==> config.mk <==
export PLATFORM = sky130hd
export DESIGN_NAME = rail_seq_top
export DESIGN_NICKNAME = d
export VERILOG_FILES = /design/src/rtl/rail_seq_pkg.sv /design/src/rtl/rail_seq_tick.sv /design/src/rtl/rail_seq_bias.sv /design/src/rtl/rail_seq_fsm.sv /design/src/rtl/rail_seq_rst.sv /design/src/rtl/rail_seq_top.sv
export SDC_FILE = /design/constraint.sdc
export NUM_CORES = 1
export LEC_CHECK = 0
export ABC_AREA = 1
export ABC_CLOCK_PERIOD_IN_PS = 1450
export BUFFER_PORTS_ARGS = -buffer_cell sky130_fd_sc_hd__buf_2
export CORE_ASPECT_RATIO = 1.4
export CORE_MARGIN = 2
export CORE_UTILIZATION = 50
export CTS_CLUSTER_DIAMETER = 150
export DETAILED_ROUTE_END_ITERATION = 6
export GPL_TIMING_DRIVEN = 0
export PLACE_DENSITY = 0.66
export SYNTH_ARGS = -nofsm -noshare
export SYNTH_HDL_FRONTEND = slang
export SYNTH_SLANG_ARGS = --single-unit
==> constraint.sdc <==
create_clock -name clk -period 1.45 [get_ports clk]
set_input_delay 0.2175 -clock clk [delete_from_list [all_inputs] [get_ports clk]]
set_output_delay 0.2175 -clock clk [all_outputs]
set_load 0.01 [all_outputs]
==> src/rtl/rail_seq_pkg.sv <==
`timescale 1ns/1ps
package rail_seq_pkg;

  typedef enum logic [1:0] {
    SQ_OFF  = 2'd0,
    SQ_UP   = 2'd1,
    SQ_ON   = 2'd2,
    SQ_DOWN = 2'd3
  } sq_state_e;

  // bits needed to hold values 0..maxv
  function automatic int cnt_width(input int maxv);
    int w;
    w = $clog2(maxv + 1);
    return (w < 1) ? 1 : w;
  endfunction

  function automatic int max2(input int a, input int b);
    return (a > b) ? a : b;
  endfunction

  // rail index of the k-th step of the power-up order (one nibble per step)
  function automatic logic [3:0] order_idx(input logic [31:0] order, input int k);
    return order[4*k +: 4];
  endfunction

endpackage

==> src/rtl/rail_seq_tick.sv <==
`timescale 1ns/1ps
module rail_seq_tick #(
  parameter int DIV = 1
) (
  input  logic clk,
  input  logic rst_n,
  output logic tick
);
  localparam int CW = rail_seq_pkg::cnt_width(DIV - 1);
  localparam logic [CW-1:0] LAST = CW'(DIV - 1);

  logic [CW-1:0] cnt;

  always_ff @(posedge clk or negedge rst_n) begin
    if (!rst_n)           cnt <= '0;
    else if (cnt == LAST) cnt <= '0;
    else                  cnt <= cnt + CW'(1);
  end

  assign tick = (cnt == LAST);
endmodule

==> src/rtl/rail_seq_bias.sv <==
`timescale 1ns/1ps
module rail_seq_bias #(
  parameter int BIAS_TICKS = 64
) (
  input  logic clk,
  input  logic rst_n,
  input  logic tick,
  input  logic ready,
  output logic regs_ok
);
  localparam int CW = rail_seq_pkg::cnt_width(BIAS_TICKS);
  localparam logic [CW-1:0] LAST = CW'(BIAS_TICKS - 1);

  logic [CW-1:0] cnt;

  always_ff @(posedge clk or negedge rst_n) begin
    if (!rst_n) begin
      cnt     <= '0;
      regs_ok <= 1'b0;
    end else if (!ready) begin
      cnt     <= '0;
      regs_ok <= 1'b0;
    end else if (tick && !regs_ok) begin
      if (cnt == LAST) regs_ok <= 1'b1;
      else             cnt     <= cnt + CW'(1);
    end
  end
endmodule

==> src/rtl/rail_seq_fsm.sv <==
`timescale 1ns/1ps
module rail_seq_fsm
  import rail_seq_pkg::*;
#(
  parameter int          NRAIL      = 3,
  parameter bit          SEQUENCED  = 1'b1,
  parameter logic [31:0] PWR_ORDER  = 32'h0000_0210,
  parameter int          SS_TICKS   = 5200,
  parameter int          DOWN_TICKS = 5200
) (
  input  logic             clk,
  input  logic             rst_n,
  input  logic             tick,
  input  logic             go_ok,
  input  logic             en_all,
  input  logic [NRAIL-1:0] pgood,
  output logic [NRAIL-1:0] rail_en,
  output logic             ss_active
);
  localparam int CW = cnt_width(NRAIL);
  localparam int TW = cnt_width(max2(SS_TICKS, DOWN_TICKS));
  localparam int IW = (NRAIL > 1) ? $clog2(NRAIL) : 1;
  localparam logic [TW-1:0] SS_END = TW'(SS_TICKS);
  localparam logic [TW-1:0] DN_END = TW'(DOWN_TICKS - 1);
  localparam logic [CW-1:0] FULL   = CW'(NRAIL);
  localparam logic [CW-1:0] UP_FIRST = SEQUENCED ? CW'(1) : CW'(NRAIL);

  sq_state_e       st;
  logic [CW-1:0]   n_on;
  logic [TW-1:0]   tmr;
  logic [NRAIL-1:0] en_mask;
  logic            newest_pg;
  logic            pg_ok;
  logic [CW-1:0]   dn_next;
  logic [IW-1:0]   idx;

  // decode the count of active steps into per-rail enables
  always_comb begin
    en_mask   = '0;
    newest_pg = 1'b0;
    idx       = '0;
    for (int k = 0; k < NRAIL; k++) begin
      idx = IW'(order_idx(PWR_ORDER, k));
      if (k < int'(n_on))      en_mask[idx] = 1'b1;
      if (k + 1 == int'(n_on)) newest_pg    = pgood[idx];
    end
  end

  assign pg_ok   = SEQUENCED ? newest_pg : (&pgood);
  assign dn_next = SEQUENCED ? (n_on - CW'(1)) : '0;

  always_ff @(posedge clk or negedge rst_n) begin
    if (!rst_n) begin
      st   <= SQ_OFF;
      n_on <= '0;
      tmr  <= '0;
    end else if (!go_ok) begin
      st   <= SQ_OFF;
      n_on <= '0;
      tmr  <= '0;
    end else begin
      case (st)
        SQ_OFF: begin
          if (en_all) begin
            n_on <= UP_FIRST;
            tmr  <= '0;
            st   <= SQ_UP;
          end
        end
        SQ_UP: begin
          if (!en_all) begin
            n_on <= dn_next;
            tmr  <= '0;
            st   <= (dn_next == '0) ? SQ_OFF : SQ_DOWN;
          end else if (tmr == SS_END) begin
            if (pg_ok) begin
              if (n_on == FULL) begin
                st <= SQ_ON;
              end else begin
                n_on <= n_on + CW'(1);
                tmr  <= '0;
              end
            end
          end else if (tick) begin
            tmr <= tmr + TW'(1);
          end
        end
        SQ_ON: begin
          if (!en_all) begin
            n_on <= dn_next;
            tmr  <= '0;
            st   <= (dn_next == '0) ? SQ_OFF : SQ_DOWN;
          end
        end
        default: begin
          if (tick) begin
            if (tmr == DN_END) begin
              n_on <= dn_next;
              tmr  <= '0;
              if (dn_next == '0) st <= SQ_OFF;
            end else begin
              tmr <= tmr + TW'(1);
            end
          end
        end
      endcase
    end
  end

  assign rail_en   = en_mask;
  assign ss_active = (st == SQ_UP) && (tmr != SS_END);
endmodule

==> src/rtl/rail_seq_rst.sv <==
`timescale 1ns/1ps
module rail_seq_rst #(
  parameter int RST_TICKS   = 400000,
  parameter int BLANK_TICKS = 100
) (
  input  logic clk,
  input  logic rst_n,
  input  logic tick,
  input  logic sys_ok,
  input  logic rail_on,
  input  logic fb_ok,
  output logic rst_out_n
);
  localparam int CW = rail_seq_pkg::cnt_width(rail_seq_pkg::max2(RST_TICKS, BLANK_TICKS));
  localparam logic [CW-1:0] REL_END = CW'(RST_TICKS - 1);
  localparam logic [CW-1:0] BLK_END = CW'(BLANK_TICKS - 1);

  logic [CW-1:0] cnt;
  logic          rel;

  always_ff @(posedge clk or negedge rst_n) begin
    if (!rst_n) begin
      rel <= 1'b0;
      cnt <= '0;
    end else if (!rel) begin
      if (sys_ok && rail_on && fb_ok) begin
        if (tick) begin
          if (cnt == REL_END) begin
            rel <= 1'b1;
            cnt <= '0;
          end else begin
            cnt <= cnt + CW'(1);
          end
        end
      end else begin
        cnt <= '0;
      end
    end else if (!sys_ok || !rail_on) begin
      rel <= 1'b0;
      cnt <= '0;
    end else if (!fb_ok) begin
      if (tick) begin
        if (cnt == BLK_END) begin
          rel <= 1'b0;
          cnt <= '0;
        end else begin
          cnt <= cnt + CW'(1);
        end
      end
    end else begin
      cnt <= '0;
    end
  end

  assign rst_out_n = rel;
endmodule

==> src/rtl/rail_seq_top.sv <==
`timescale 1ns/1ps
module rail_seq_top #(
  parameter int          NRAIL       = 3,
  parameter bit          SEQUENCED   = 1'b1,
  parameter logic [31:0] PWR_ORDER   = 32'h0000_0210,
  parameter int          TICK_DIV    = 1,
  parameter int          BIAS_TICKS  = 64,
  parameter int          SS_TICKS    = 5200,
  parameter int          DOWN_TICKS  = 5200,
  parameter int          RST_TICKS   = 400000,
  parameter int          BLANK_TICKS = 100
) (
  input  logic             clk,
  input  logic             rst_n,
  input  logic             en_all,
  input  logic             sys_ok,
  input  logic             therm_sd,
  input  logic [NRAIL-1:0] pgood,
  input  logic             fb1_ok,
  output logic [NRAIL-1:0] rail_en,
  output logic             ss_active,
  output logic             rst_out_n
);
  logic tick;
  logic bias_rdy;
  logic regs_ok;
  logic go_ok;

  assign bias_rdy = sys_ok & ~therm_sd;
  assign go_ok    = bias_rdy & regs_ok;

  rail_seq_tick #(.DIV(TICK_DIV)) u_tick (
    .clk(clk), .rst_n(rst_n), .tick(tick)
  );

  rail_seq_bias #(.BIAS_TICKS(BIAS_TICKS)) u_bias (
    .clk(clk), .rst_n(rst_n), .tick(tick), .ready(bias_rdy), .regs_ok(regs_ok)
  );

  rail_seq_fsm #(
    .NRAIL(NRAIL), .SEQUENCED(SEQUENCED), .PWR_ORDER(PWR_ORDER),
    .SS_TICKS(SS_TICKS), .DOWN_TICKS(DOWN_TICKS)
  ) u_fsm (
    .clk(clk), .rst_n(rst_n), .tick(tick), .go_ok(go_ok), .en_all(en_all),
    .pgood(pgood), .rail_en(rail_en), .ss_active(ss_active)
  );

  rail_seq_rst #(.RST_TICKS(RST_TICKS), .BLANK_TICKS(BLANK_TICKS)) u_rst (
    .clk(clk), .rst_n(rst_n), .tick(tick), .sys_ok(sys_ok),
    .rail_on(rail_en[0]), .fb_ok(fb1_ok), .rst_out_n(rst_out_n)
  );
endmodule

==> results.tsv <==
stage	metric	value	unit
job	Max-Cap Viols	0	
timing	Final period util	1.18	
floorplanning	Initial Utilization	0.516	
pwr	sequential cell fraction of total power	0.588	
timing	Slew @ Worst Pin	1010	ps
pwr	clock group share of total power	0.380	
clocking	Max H-tree Level	2	
synthesis	Syn Std Cell Area	3030	µm²
setup_path	most used cell, CP	nor2_4	
synthesis	sequential area share after synthesis	0.372	
floorplanning	die width	69.7	µm
synthesis	Main synth FF type	dfrtp_1	
pwr	power per cell area	513	nW/µm²
timing	Hold Slack	72.4	ps
setup_path	Worst Setup Start Kind	flop	
synthesis	post-synth top area cell	dfrtp_1	
setup_path	Worst EP arrival	1490	ps
clocking	Worst-Skew Late Latency	300	ps
timing	Tmin final	1710	ps
floorplanning	CORE AREA	5860	µm²
setup_path	CP peak stage delay	380	ps
setup_path	Buf/Inv on CP	3	
clocking	Num CTS Buffers	5	
timing	fin. max-slew vios	0	
pwr	Total Power	0.00214	W
setup_path	Worst path top cell family by delay	simple AND/OR/NAND/NOR gates	
placed_design	port bufs	13	
pwr	leakage	1.86	nW
pwr	Cell Int Power	0.00166	W
clocking	CTS sink cnt	45	
timing	RSZ-0062 raised after global routing	yes	
floorplanning	overall die height	96.0	µm
global_routing	grt met2 use	0.486	
global_routing	total congestion overflow	0	
synthesis	Async SR Flop Fraction	1.00	
clocking	clock buffer depth	2	
timing	fmax	585	MHz
synthesis	Yosys top cell area share	0.372	
drt	mean routed wirelength per cell	14.5	µm
synthesis	Synthesized Nets	439	
global_routing	total track usage	0.243	
pwr	Combinational Power Share	0.032	
drt	Final ANT Viol Nets	0	
min_path	Worst Hold Class	input port to async pin	
setup_path	WS Path Type	flop to output pin	
drt	DRC	0	
placed_design	gpl congestion	0.870	
finish	Final Net Count	502	
global_routing	largest net degree at the start of global routing	46	
synthesis	yosys warns	0	
drt	DRT iter0 DRCs	170	
synthesis	Synth area leaders	dfrtp_1 (37%), nand2_1 (14%), inv_1 (7.7%), nor2_1 (6.5%), xor2_1 (6.1%)	
floorplanning	I/O pins	14	
pwr	Switching Power	0.000484	W
drt	Total Wirelength	7980	µm
global_routing	GR Util met1	0.251	
clocking	clock root buffer	clkbuf_8	
placed_design	hpwl dp	4740	µm
synthesis	most frequent cell after synthesis	nand2_1	
setup_path	required time worst endpoint	1230	ps
synthesis	Post-synth EDFFs	0	
floorplanning	die area	6700	µm²
setup_path	Critical Path Slowest Stage Cell	dfrtp_1	
synthesis	Synth top cells by count	nand2_1 (112), inv_1 (62), nor2_1 (52)	
synthesis	Yosys reg bits	45	
timing	setup ws final	-260	ps
setup_path	CP Max Fanout	8	
pwr	switching share of power	0.226	
global_routing	GR peak layer	met2	
outcome	failing checks	negative setup slack	
setup_path	Worst setup EP type	output pin	
timing	Hold Vio Cnt, Final	0	
synthesis	Post-Syn Instances	417	
synthesis	syn_area_per_cell	7.26	µm²
timing	Worst slew margin	0.325	
global_routing	met3 Resource Use GR	0.0325	
finish	fraction of layout cells with a size suffix above 1	0.360	
drt	first drt pass iteration count	4	
global_routing	vias in the first global route	2934	
setup_path	CP Cell Sequence	buf_4, inv_2, nand2_1, nor2_4, nand2_2, nor2_4, nor2_1, buf_2	
floorplanning	Placement Rows	33	
global_routing	first-pass GRT wire length	13000	µm
drt	via/cell ratio	5.29	
synthesis	distinct cell type count of the synthesized netlist	35	
global_routing	initial antenna violation count	0	
drt	Via Count	2908	
timing	final setup vio count	39	
pwr	maximum VDD drop	0.000382	V
outcome	outcome	finished, violations left	
clocking	TritonCTS clock tree	yes	
timing	Worst Skew	9.41	ps
finish	n_diodes	0	
finish	P&R area growth vs syn	37.8	%
clocking	clk slew on worst S/H paths	90	ps
through the flow:
step / setup TNS, ps / utilization / worst slack, ps / instances / cell area [µm²]
floorplan: -1250 / - / -77.8 / 417 / 3060
global placement: -8560 / 0.548 / -336 / 500 / 3210
detailed placement: -9670 / 0.548 / -372 / 500 / 3210
CTS: -5280 / 0.665 / -250 / 542 / 3900
global route: -9230 / 0.711 / -336 / 550 / 4170
finish: -5460 / 0.711 / -260 / 550 / 4170
flip-flops by register name, summed over array words and instances, names as in the netlist:
| signal | cells |
|---|---|
| u_rst.cnt | 19 |
| u_fsm.tmr | 13 |
| u_bias.cnt | 7 |
| u_fsm.n_on | 2 |
| u_fsm.st | 2 |
| u_bias.regs_ok | 1 |
| u_rst.rst_out_n | 1 |
cell families (layout without fill, tap and decap cells):
kind of cell	Yosys count	in the layout	share of synthesized area
adders and majority gates	13	13	0.0538
xor gates and xnor gates	23	23	0.0666
and+or+nand+nor	243	243	0.361
DFF	45	45	0.372
buffers and inverters	71	134	0.100
AOI/OAI and AO/OA	22	22	0.0463
power by group through the flow:
stage	Combinational [W]	Sequential [W]	Clock, W
final	0.0000675	0.00126	0.000813
after CTS	0.0000664	0.00126	0.000833
after floorplan	0.0000154	0.00128	0
after detailed placement	0.0000590	0.00128	0
after global routing	0.0000779	0.00126	0.000868
after global placement	0.0000583	0.00128	0
layer usage:
metal | wire length [µm] | part of all wire
met1 | 2900 | 0.36
met2 | 4640 | 0.58
met3 | 188 | 0.024
met4 | 250 | 0.031
met5 | 0 | 0
worst paths after layout:
check | startpoint | end | slack [ps] | depth (start not counted)
worst max register to register | u_fsm.n_on[1] | u_fsm.tmr[5] | -200 | 10
min in group clk | fb1_ok | u_rst.rst_out_n | 230 | 3
worst min-delay path | rst_n | u_rst.cnt[17] | 70 | 1
max in group asynchronous | rst_n | u_fsm.st[0] | 670 | 1
worst min register to register | u_bias.cnt[5] | u_bias.cnt[5] | 530 | 2
worst max-delay path | u_fsm.tmr[5] | ss_active | -260 | 8
timing repair:
item / in CTS / in global routing
gates cloned: 4 / 0
hold buffers: 0 / 0
gates resized for setup: 84 / 68
pin swaps: 23 / 29
endpoints found under the setup margin: 45 / 45
setup buffers: 32 / 15
area by class of cell:
class	count	area, µm²
Clock buffer	7	86.3
Fill cell	439	1700
Timing Repair Buffer	57	483
Buffer	3	30.0
Multi-Input combinational cell	301	2070
Sequential cell	45	1130
Timing Repair inverter	1	11.3
Inverter	66	268
Tap cell	70	87.6
cell usage in the layout (no fill, tap or decap), types with 3 or more instances in the layout:
| cell type | count |
|---|---|
| nand2_1 | 96 |
| inv_1 | 51 |
| dfrtp_1 | 38 |
| nor2_1 | 31 |
| nand3_1 | 30 |
| buf_4 | 29 |
| nor2_4 | 22 |
| xor2_1 | 19 |
| buf_6 | 16 |
| nand4_1 | 15 |
| nand2_2 | 15 |
| buf_2 | 12 |
| inv_2 | 9 |
| nor2_2 | 8 |
| ha_4 | 8 |
| dfrtp_2 | 7 |
| nor3_1 | 6 |
| clkbuf_8 | 6 |
| inv_4 | 5 |
| o21ai_0 | 5 |
| nand3_4 | 4 |
| nand3_2 | 4 |
| a21oi_1 | 4 |
| nor3_2 | 3 |
| a21oi_4 | 3 |
| ha_2 | 3 |
No activity file was read; power rests on OpenSTA's default activity.
